`src/rtl/amp_pkg.sv`:
```
package amp_pkg;
    parameter int WAYS  = 4;
    parameter int SETS  = 8;
    parameter int TAG_W = 6;

    localparam int WAY_W  = $clog2(WAYS);
    localparam int SET_W  = $clog2(SETS);
    localparam int ADDR_W = TAG_W + SET_W;
    localparam int CNT_W  = $clog2(WAYS + 1);

    typedef enum logic [1:0] {
        ST_IDLE,
        ST_FIRST,
        ST_SECOND,
        ST_PDATA
    } amp_state_e;

    typedef struct packed {
        logic [TAG_W-1:0] tag;
        logic [SET_W-1:0] set;
    } amp_addr_t;

    function automatic logic [WAYS-1:0] way_onehot(input logic [WAY_W-1:0] idx);
        logic [WAYS-1:0] v;
        v = '0;
        v[idx] = 1'b1;
        return v;
    endfunction

    function automatic logic [CNT_W-1:0] count_ways(input logic [WAYS-1:0] v);
        int n;
        n = 0;
        for (int i = 0; i < WAYS; i++) n += int'(v[i]);
        return CNT_W'(n);
    endfunction

    function automatic logic [WAY_W-1:0] lowest_set(input logic [WAYS-1:0] v);
        logic [WAY_W-1:0] r;
        r = '0;
        for (int i = WAYS - 1; i >= 0; i--) if (v[i]) r = WAY_W'(i);
        return r;
    endfunction
endpackage

```
`src/rtl/amp_predictor.sv`:
```
module amp_predictor (
    input  logic clk,
    input  logic rst,
    input  logic upd_en,
    input  logic upd_hit,
    output logic pred_hit
);
    logic [1:0] ctr;

    always_ff @(posedge clk) begin
        if (rst) begin
            ctr <= 2'd1;
        end else if (upd_en) begin
            if (upd_hit && ctr != 2'd3)       ctr <= ctr + 2'd1;
            else if (!upd_hit && ctr != 2'd0) ctr <= ctr - 2'd1;
        end
    end

    assign pred_hit = ctr[1];
endmodule

```
`src/rtl/amp_tag_store.sv`:
```
module amp_tag_store
    import amp_pkg::*;
(
    input  logic             clk,
    input  logic             rst,
    input  logic [SET_W-1:0] lk_set,
    input  logic [TAG_W-1:0] lk_tag,
    output logic [WAYS-1:0]  match,
    output logic [WAY_W-1:0] mru_way,
    output logic [WAY_W-1:0] victim_way,
    input  logic             upd_en,
    input  logic             upd_refill,
    input  logic [WAY_W-1:0] upd_way
);
    logic [TAG_W-1:0] tags  [SETS][WAYS];
    logic [WAYS-1:0]  valid [SETS];
    logic [WAY_W-1:0] mru   [SETS];

    for (genvar w = 0; w < WAYS; w++) begin : g_cmp
        assign match[w] = valid[lk_set][w] && (tags[lk_set][w] == lk_tag);
    end

    assign mru_way = mru[lk_set];

    always_comb begin
        if (!(&valid[lk_set]))
            victim_way = lowest_set(~valid[lk_set]);
        else if (mru[lk_set] == WAY_W'(WAYS - 1))
            victim_way = '0;
        else
            victim_way = mru[lk_set] + WAY_W'(1);
    end

    always_ff @(posedge clk) begin
        if (rst) begin
            for (int s = 0; s < SETS; s++) begin
                valid[s] <= '0;
                mru[s]   <= '0;
            end
        end else if (upd_en) begin
            mru[lk_set] <= upd_way;
            if (upd_refill) begin
                tags[lk_set][upd_way]  <= lk_tag;
                valid[lk_set][upd_way] <= 1'b1;
            end
        end
    end
endmodule

```
`src/rtl/amp_seq.sv`:
```
module amp_seq
    import amp_pkg::*;
(
    input  logic             clk,
    input  logic             rst,
    input  logic             req_valid,
    input  logic             pred_hit,
    input  logic [WAYS-1:0]  match,
    input  logic [WAY_W-1:0] mru_way,
    input  logic [WAY_W-1:0] victim_way,
    output logic             req_ready,
    output logic             accept,
    output logic [WAYS-1:0]  tag_en,
    output logic [WAYS-1:0]  data_en,
    output logic             done,
    output logic             done_hit,
    output logic [WAY_W-1:0] done_way,
    output logic             done_pred_hit,
    output logic [CNT_W-1:0] done_tag_cnt,
    output logic [CNT_W-1:0] done_data_cnt
);
    amp_state_e       state, state_nx;
    logic             mode_way;
    logic [WAY_W-1:0] hit_way_q;
    logic [CNT_W-1:0] tag_acc, data_acc;
    logic [WAYS-1:0]  pred_oh;
    logic             any_match, pred_ok;
    logic [WAY_W-1:0] match_idx;

    assign pred_oh   = way_onehot(mru_way);
    assign any_match = |match;
    assign pred_ok   = |(match & pred_oh);
    assign match_idx = lowest_set(match);
    assign req_ready = (state == ST_IDLE);
    assign accept    = req_ready && req_valid;

    always_comb begin
        state_nx = state;
        tag_en   = '0;
        data_en  = '0;
        done     = 1'b0;
        done_hit = 1'b0;
        done_way = '0;
        unique case (state)
            ST_IDLE: if (req_valid) state_nx = ST_FIRST;
            ST_FIRST: begin
                if (mode_way) begin
                    tag_en  = pred_oh;
                    data_en = pred_oh;
                    if (pred_ok) begin
                        done     = 1'b1;
                        done_hit = 1'b1;
                        done_way = mru_way;
                        state_nx = ST_IDLE;
                    end else begin
                        state_nx = ST_SECOND;
                    end
                end else begin
                    tag_en = '1;
                    if (any_match) begin
                        state_nx = ST_PDATA;
                    end else begin
                        done     = 1'b1;
                        done_way = victim_way;
                        state_nx = ST_IDLE;
                    end
                end
            end
            ST_SECOND: begin
                tag_en   = ~pred_oh;
                data_en  = ~pred_oh;
                done     = 1'b1;
                done_hit = any_match;
                done_way = any_match ? match_idx : victim_way;
                state_nx = ST_IDLE;
            end
            ST_PDATA: begin
                data_en  = way_onehot(hit_way_q);
                done     = 1'b1;
                done_hit = 1'b1;
                done_way = hit_way_q;
                state_nx = ST_IDLE;
            end
            default: state_nx = ST_IDLE;
        endcase
    end

    assign done_pred_hit = mode_way;
    assign done_tag_cnt  = tag_acc + count_ways(tag_en);
    assign done_data_cnt = data_acc + count_ways(data_en);

    always_ff @(posedge clk) begin
        if (rst) begin
            state     <= ST_IDLE;
            mode_way  <= 1'b0;
            hit_way_q <= '0;
            tag_acc   <= '0;
            data_acc  <= '0;
        end else begin
            state <= state_nx;
            if (accept) begin
                mode_way <= pred_hit;
                tag_acc  <= '0;
                data_acc <= '0;
            end else begin
                tag_acc  <= done_tag_cnt;
                data_acc <= done_data_cnt;
            end
            if (state == ST_FIRST) hit_way_q <= match_idx;
        end
    end
endmodule

```
`src/rtl/amp_cache_ctrl.sv`:
```
module amp_cache_ctrl
    import amp_pkg::*;
(
    input  logic              clk,
    input  logic              rst,
    input  logic              req_valid,
    input  logic [ADDR_W-1:0] req_addr,
    output logic              req_ready,
    output logic [WAYS-1:0]   tag_en,
    output logic [WAYS-1:0]   data_en,
    output logic              done,
    output logic              done_hit,
    output logic [WAY_W-1:0]  done_way,
    output logic              done_pred_hit,
    output logic [CNT_W-1:0]  done_tag_cnt,
    output logic [CNT_W-1:0]  done_data_cnt
);
    amp_addr_t        addr_q;
    logic             accept, pred_hit;
    logic [WAYS-1:0]  match;
    logic [WAY_W-1:0] mru_way, victim_way;

    always_ff @(posedge clk) begin
        if (rst)         addr_q <= '0;
        else if (accept) addr_q <= amp_addr_t'(req_addr);
    end

    amp_predictor u_pred (
        .clk      (clk),
        .rst      (rst),
        .upd_en   (done),
        .upd_hit  (done_hit),
        .pred_hit (pred_hit)
    );

    amp_tag_store u_tags (
        .clk        (clk),
        .rst        (rst),
        .lk_set     (addr_q.set),
        .lk_tag     (addr_q.tag),
        .match      (match),
        .mru_way    (mru_way),
        .victim_way (victim_way),
        .upd_en     (done),
        .upd_refill (done && !done_hit),
        .upd_way    (done_way)
    );

    amp_seq u_seq (
        .clk           (clk),
        .rst           (rst),
        .req_valid     (req_valid),
        .pred_hit      (pred_hit),
        .match         (match),
        .mru_way       (mru_way),
        .victim_way    (victim_way),
        .req_ready     (req_ready),
        .accept        (accept),
        .tag_en        (tag_en),
        .data_en       (data_en),
        .done          (done),
        .done_hit      (done_hit),
        .done_way      (done_way),
        .done_pred_hit (done_pred_hit),
        .done_tag_cnt  (done_tag_cnt),
        .done_data_cnt (done_data_cnt)
    );
endmodule

```
`config.mk`:
```
export PLATFORM = sky130hd
export DESIGN_NAME = amp_cache_ctrl
export DESIGN_NICKNAME = d
export VERILOG_FILES = /design/src/rtl/amp_pkg.sv /design/src/rtl/amp_predictor.sv /design/src/rtl/amp_tag_store.sv /design/src/rtl/amp_seq.sv /design/src/rtl/amp_cache_ctrl.sv
export SDC_FILE = /design/constraint.sdc
export NUM_CORES = 1
export LEC_CHECK = 0
export ABC_CLOCK_PERIOD_IN_PS = 4500
export CORE_MARGIN = 5
export CORE_UTILIZATION = 38
export DETAILED_ROUTE_END_ITERATION = 8
export GPL_TIMING_DRIVEN = 1
export PLACE_DENSITY_LB_ADDON = 0.25
export SKIP_LAST_GASP = 1
export SYNTH_ARGS = -nofsm -noshare
export SYNTH_HDL_FRONTEND = slang
export SYNTH_SLANG_ARGS = --single-unit
```
`constraint.sdc`:
```
create_clock -name clk -period 4.5 [get_ports clk]
set_input_delay 0.9 -clock clk [delete_from_list [all_inputs] [get_ports clk]]
set_output_delay 0.9 -clock clk [all_outputs]
set_load 0.03 [all_outputs]
```
==> results.txt <==
----------------------------------------------------
[GRT]
  Number of global-route vias before repair ... 7185
  Sum of overflow across all layers after global routing ... 0
  All-layer global routing usage ... 0.168
  Initial antenna violation count ... 1
  Largest net degree at the start of global routing ... 33
  First-pass GRT wire length ... 43700 microns

[Critical path]
  Cells along the critical path ... mux4_2, mux2_4, ha_4, nand2b_4, a31oi_4, ha_1, inv_1, fa_1, inv_1, ha_1, inv_1, fa_2, xor2_4, xnor2_4, buf_6
  Top Family by Delay on Critical Path ... adder cells
  Slowest Stage Delay on Critical Path ... 0.49 ns
  Buffer and inverter count on the worst path ... 4
  Category of the worst setup path launch point ... register
  Arrival time reported for the critical path endpoint ... 4.10 ns
  Required @ worst endpoint ... 3.60 ns
  Reg2reg setup slack ... 0.12 ns
  Highest-delay cell along the critical path ... sky130_fd_sc_hd__mux4_2
  Element type at the critical path end ... output port
  Crit-path most repeated cell ... sky130_fd_sc_hd__inv_1
  CP Class ... reg2out
  Max FO, Critical Path ... 5

[Yosys]
  Seq/Total Area, Yosys ... 0.636
  Largest cells by area after synthesis ... sky130_fd_sc_hd__edfxtp_1, sky130_fd_sc_hd__dfxtp_1, sky130_fd_sc_hd__mux4_2, sky130_fd_sc_hd__mux2i_1, sky130_fd_sc_hd__ha_1
  Main synth FF type ... sky130_fd_sc_hd__edfxtp_1
  Post-synthesis cell area ... 11600 sq um
  Synth unique cells ... 65
  Synthesized area per cell ... 14.8 sq um
  Cell type with the highest aggregate area in the netlist ... sky130_fd_sc_hd__edfxtp_1
  Count of mapped cells out of synthesis ... 784
  EDFF count, synth ... 208
  Share of async-settable or async-resettable flops after synthesis ... 0
  Net count of the mapped netlist ... 815
  Yosys warnings ... 0
  FF+latch count, synth ... 265
  Area share of the largest cell type after synthesis ... 0.538

[Power and ir drop]
  Final Power ... 5.34 mW
  Worst voltage drop across the vdd grid ... 245 uV
  Cell leakage power ... 4.84 nW
  Power per cell area ... 370 nW/um^2

[Route]
  First-pass iteration count of the detailed router ... 4
  Via-per-instance ratio ... 5.35
  Total via count in the routed design ... 7108
  DRC violation total after the first TritonRoute iteration ... 412
  DRT Wirelength ... 28600 microns
  DRC viols ... 0
  Remaining antenna violation count ... 0
  Mean routed wirelength per cell ... 21.5 microns

[Layout]
  Post-route insts no fill ... 1329
  Number of antenna cells inserted ... 0
  Final instance area ... 14400 sq um
  Number of fill cells ... 2630
  Multi-input gate area in the final layout ... 4080 sq um
  Final nets ... 944
  Area used by sequential logic in the layout ... 7390 sq um
  Area delta synth->final ... 24.3%
  Share of layout cells above drive strength 1 ... 0.324

[Timing]
  Time the worst path needs with I/O delays and setup ... 5.00 ns
  Largest clock skew in the final design ... 0.00786 ns
  Post-route setup slack ... -0.496 ns
  RSZ-0062 raised after global routing ... yes
  Share of the cycle needed by the critical path after routing ... 1.11
  Max-slew violation total from the final report ... 0
  Number of setup violations in the final report ... 8
  Max transition margin ... 0.321
  Number of hold violations in the final report ... 0
  Highest attainable clock frequency ... 0.200 GHz
  Slew at the pin closest to its max-slew limit ... 1.01 ns

[Floorplan]
  Die outline area ... 34100 sq um
  Number of standard-cell rows in the floorplan ... 64
  Starting Density ... 0.382
  Horizontal die dimension ... 185 microns
  Vert. Die Dim ... 185 microns
  I/O pin count ... 32
  Area of the core region ... 30300 sq um

[Clock network]
  CTS H-Tree Depth ... 1
  Clk slew on worst S/H paths ... 0.06 ns
  Inserted Clock Buffers ... 27
  CTS tree ... built
  Deepest clock path buffer count ... 3
  Insertion delay of the later-clocked pin in the worst-skew pair ... 0.54 ns
  Number of hold buffers added after CTS ... 0
  Cell at the root of the clock tree ... sky130_fd_sc_hd__clkbuf_16
  Clock tree sinks ... 265

[Placement]
  Sum of net half-perimeters after detailed placement ... 18900 microns
  Area of placed instances ... 13100 sq um
  Number of port buffers ... 31
  Number of placed instances, taps included ... 1256
  Final weighted congestion in routability-driven placement ... 0.806
  Worst slack at placement ... -0.131 ns

[Run status]
  Violated checks ... setup timing
  Result of the run ... finished, violations left

[Flow run]
  Total of max-cap violations ... 0

[Worst hold path]
  Path category of the worst min-delay check ... reg2reg

----------------------------------------------------
-- layout by cell type (no fill, tap or decap), types with 14 or more instances in the layout --
cell type                         instances
sky130_fd_sc_hd__clkbuf_16               28
sky130_fd_sc_hd__nor3_1                  19
sky130_fd_sc_hd__mux2i_1                 49
sky130_fd_sc_hd__o32ai_1                 14
sky130_fd_sc_hd__nor2_1                  43
sky130_fd_sc_hd__inv_1                   31
sky130_fd_sc_hd__mux4_2                  45
sky130_fd_sc_hd__dfxtp_1                 54
sky130_fd_sc_hd__nand2_1                 30
sky130_fd_sc_hd__clkdlybuf4s50_1         20
sky130_fd_sc_hd__o2bb2ai_1               14
sky130_fd_sc_hd__edfxtp_1               208
sky130_fd_sc_hd__a21oi_1                 22
sky130_fd_sc_hd__buf_4                  119
-- Yosys cell counts (all sizes together) (5+ instances only) --
master	n
clkbuf	35
o2bb2ai	17
nand2b	8
a21oi	24
nor3	24
nor2	51
buf	28
mux4	45
a22oi	10
and2	5
edfxtp	208
o32ai	16
xor2	14
inv	37
and3	9
nand2	33
o21ai	20
xnor2	6
nand3	11
dfxtp	57
mux2i	52
ha	15
-- final cells by class --
cell class	count	share of cell area
sequential	265	0.513
multi-input combinational	419	0.283
timing repair buffer	163	0.103
clock buffer	32	0.0481
tap	396	0.0344
inverter	37	0.00998
clock inverter	17	0.00972
-- final timing paths --
path | startpoint | endpoint | depth (start not counted)
worst max-delay path | register | done_data_cnt[2] | 15
worst min-delay path | u_tags.valid[7][0]$_DFF_P_ | u_tags.valid[7][0]$_DFF_P_ | 2
worst max register to register | register | u_tags.tags[6][19]$_DFFE_PP_ | 16
worst min register to register | u_tags.valid[7][0]$_DFF_P_ | u_tags.valid[7][0]$_DFF_P_ | 2
-- flip-flops by register name (all words and copies together), names as in the netlist, named ones only --
register / count
u_seq.data_acc: 3
addr_q: 9
u_seq.state: 2
u_tags.tags: 192
u_seq.done_pred_hit: 1
u_pred.ctr: 2
u_tags.mru: 16
u_tags.valid: 32
u_seq.hit_way_q: 2
u_seq.tag_acc: 3
-- power breakdown --
group | switching (mW) | leakage, nW | internal [mW]
Combinational | 0.288 | 2.10 | 0.231
Clock | 0.919 | 0.404 | 1.22
Sequential | 0.0257 | 2.34 | 2.66
-- routing by layer --
layer	vias to the layer above	track usage	part of all wire	wire length, microns
met2	183	0.287	0.50	14200
met4	2	0.0364	0.020	563
li1	3245	-	-	-
met3	44	0.0312	0.051	1450
met1	3634	0.225	0.43	12300
met5	-	0	0.00042	12
-- tightest hold or removal path: stages, from the launching register on --
cell                      delay (ns)
sky130_fd_sc_hd__dfxtp_1        0.31
sky130_fd_sc_hd__inv_1          0.05
sky130_fd_sc_hd__o32ai_1        0.05
-- metrics by stage --
| step | hold slack, ns | setup TNS (ns) | utilization |
|---|---|---|---|
| 2_1_floorplan | 0.427 | -1.77 | - |
| 3_3_place_gp | 0.440 | -0.694 | 0.431 |
| 3_5_place_dp | 0.441 | -0.279 | 0.431 |
| 4_1_cts | 0.456 | -2.80 | 0.469 |
| 5_1_grt | 0.468 | -8.08 | 0.475 |
| 6_report | 0.458 | -2.57 | 0.475 |
-- cell families after synthesis --
| group | Yosys count | share of synthesized area |
|---|---|---|
| adder cells (fa/ha/maj) | 19 | 0.0231 |
| multiplexers | 101 | 0.136 |
| flip-flops | 265 | 0.636 |
| AND/OR/NAND/NOR | 170 | 0.0758 |
| XOR/XNOR | 20 | 0.0151 |
| AO/OA/AOI/OAI | 109 | 0.0718 |
| buffers and inverters | 100 | 0.0417 |
-- repair_timing --
action                     in CTS  in global routing
buffers inserted               15                  6
gates cloned                    2                  1
pin swaps                      10                 13
setup endpoints to repair      27                163
gates resized for setup        40                 32
Note: power is estimated with default switching activity, not from simulation.
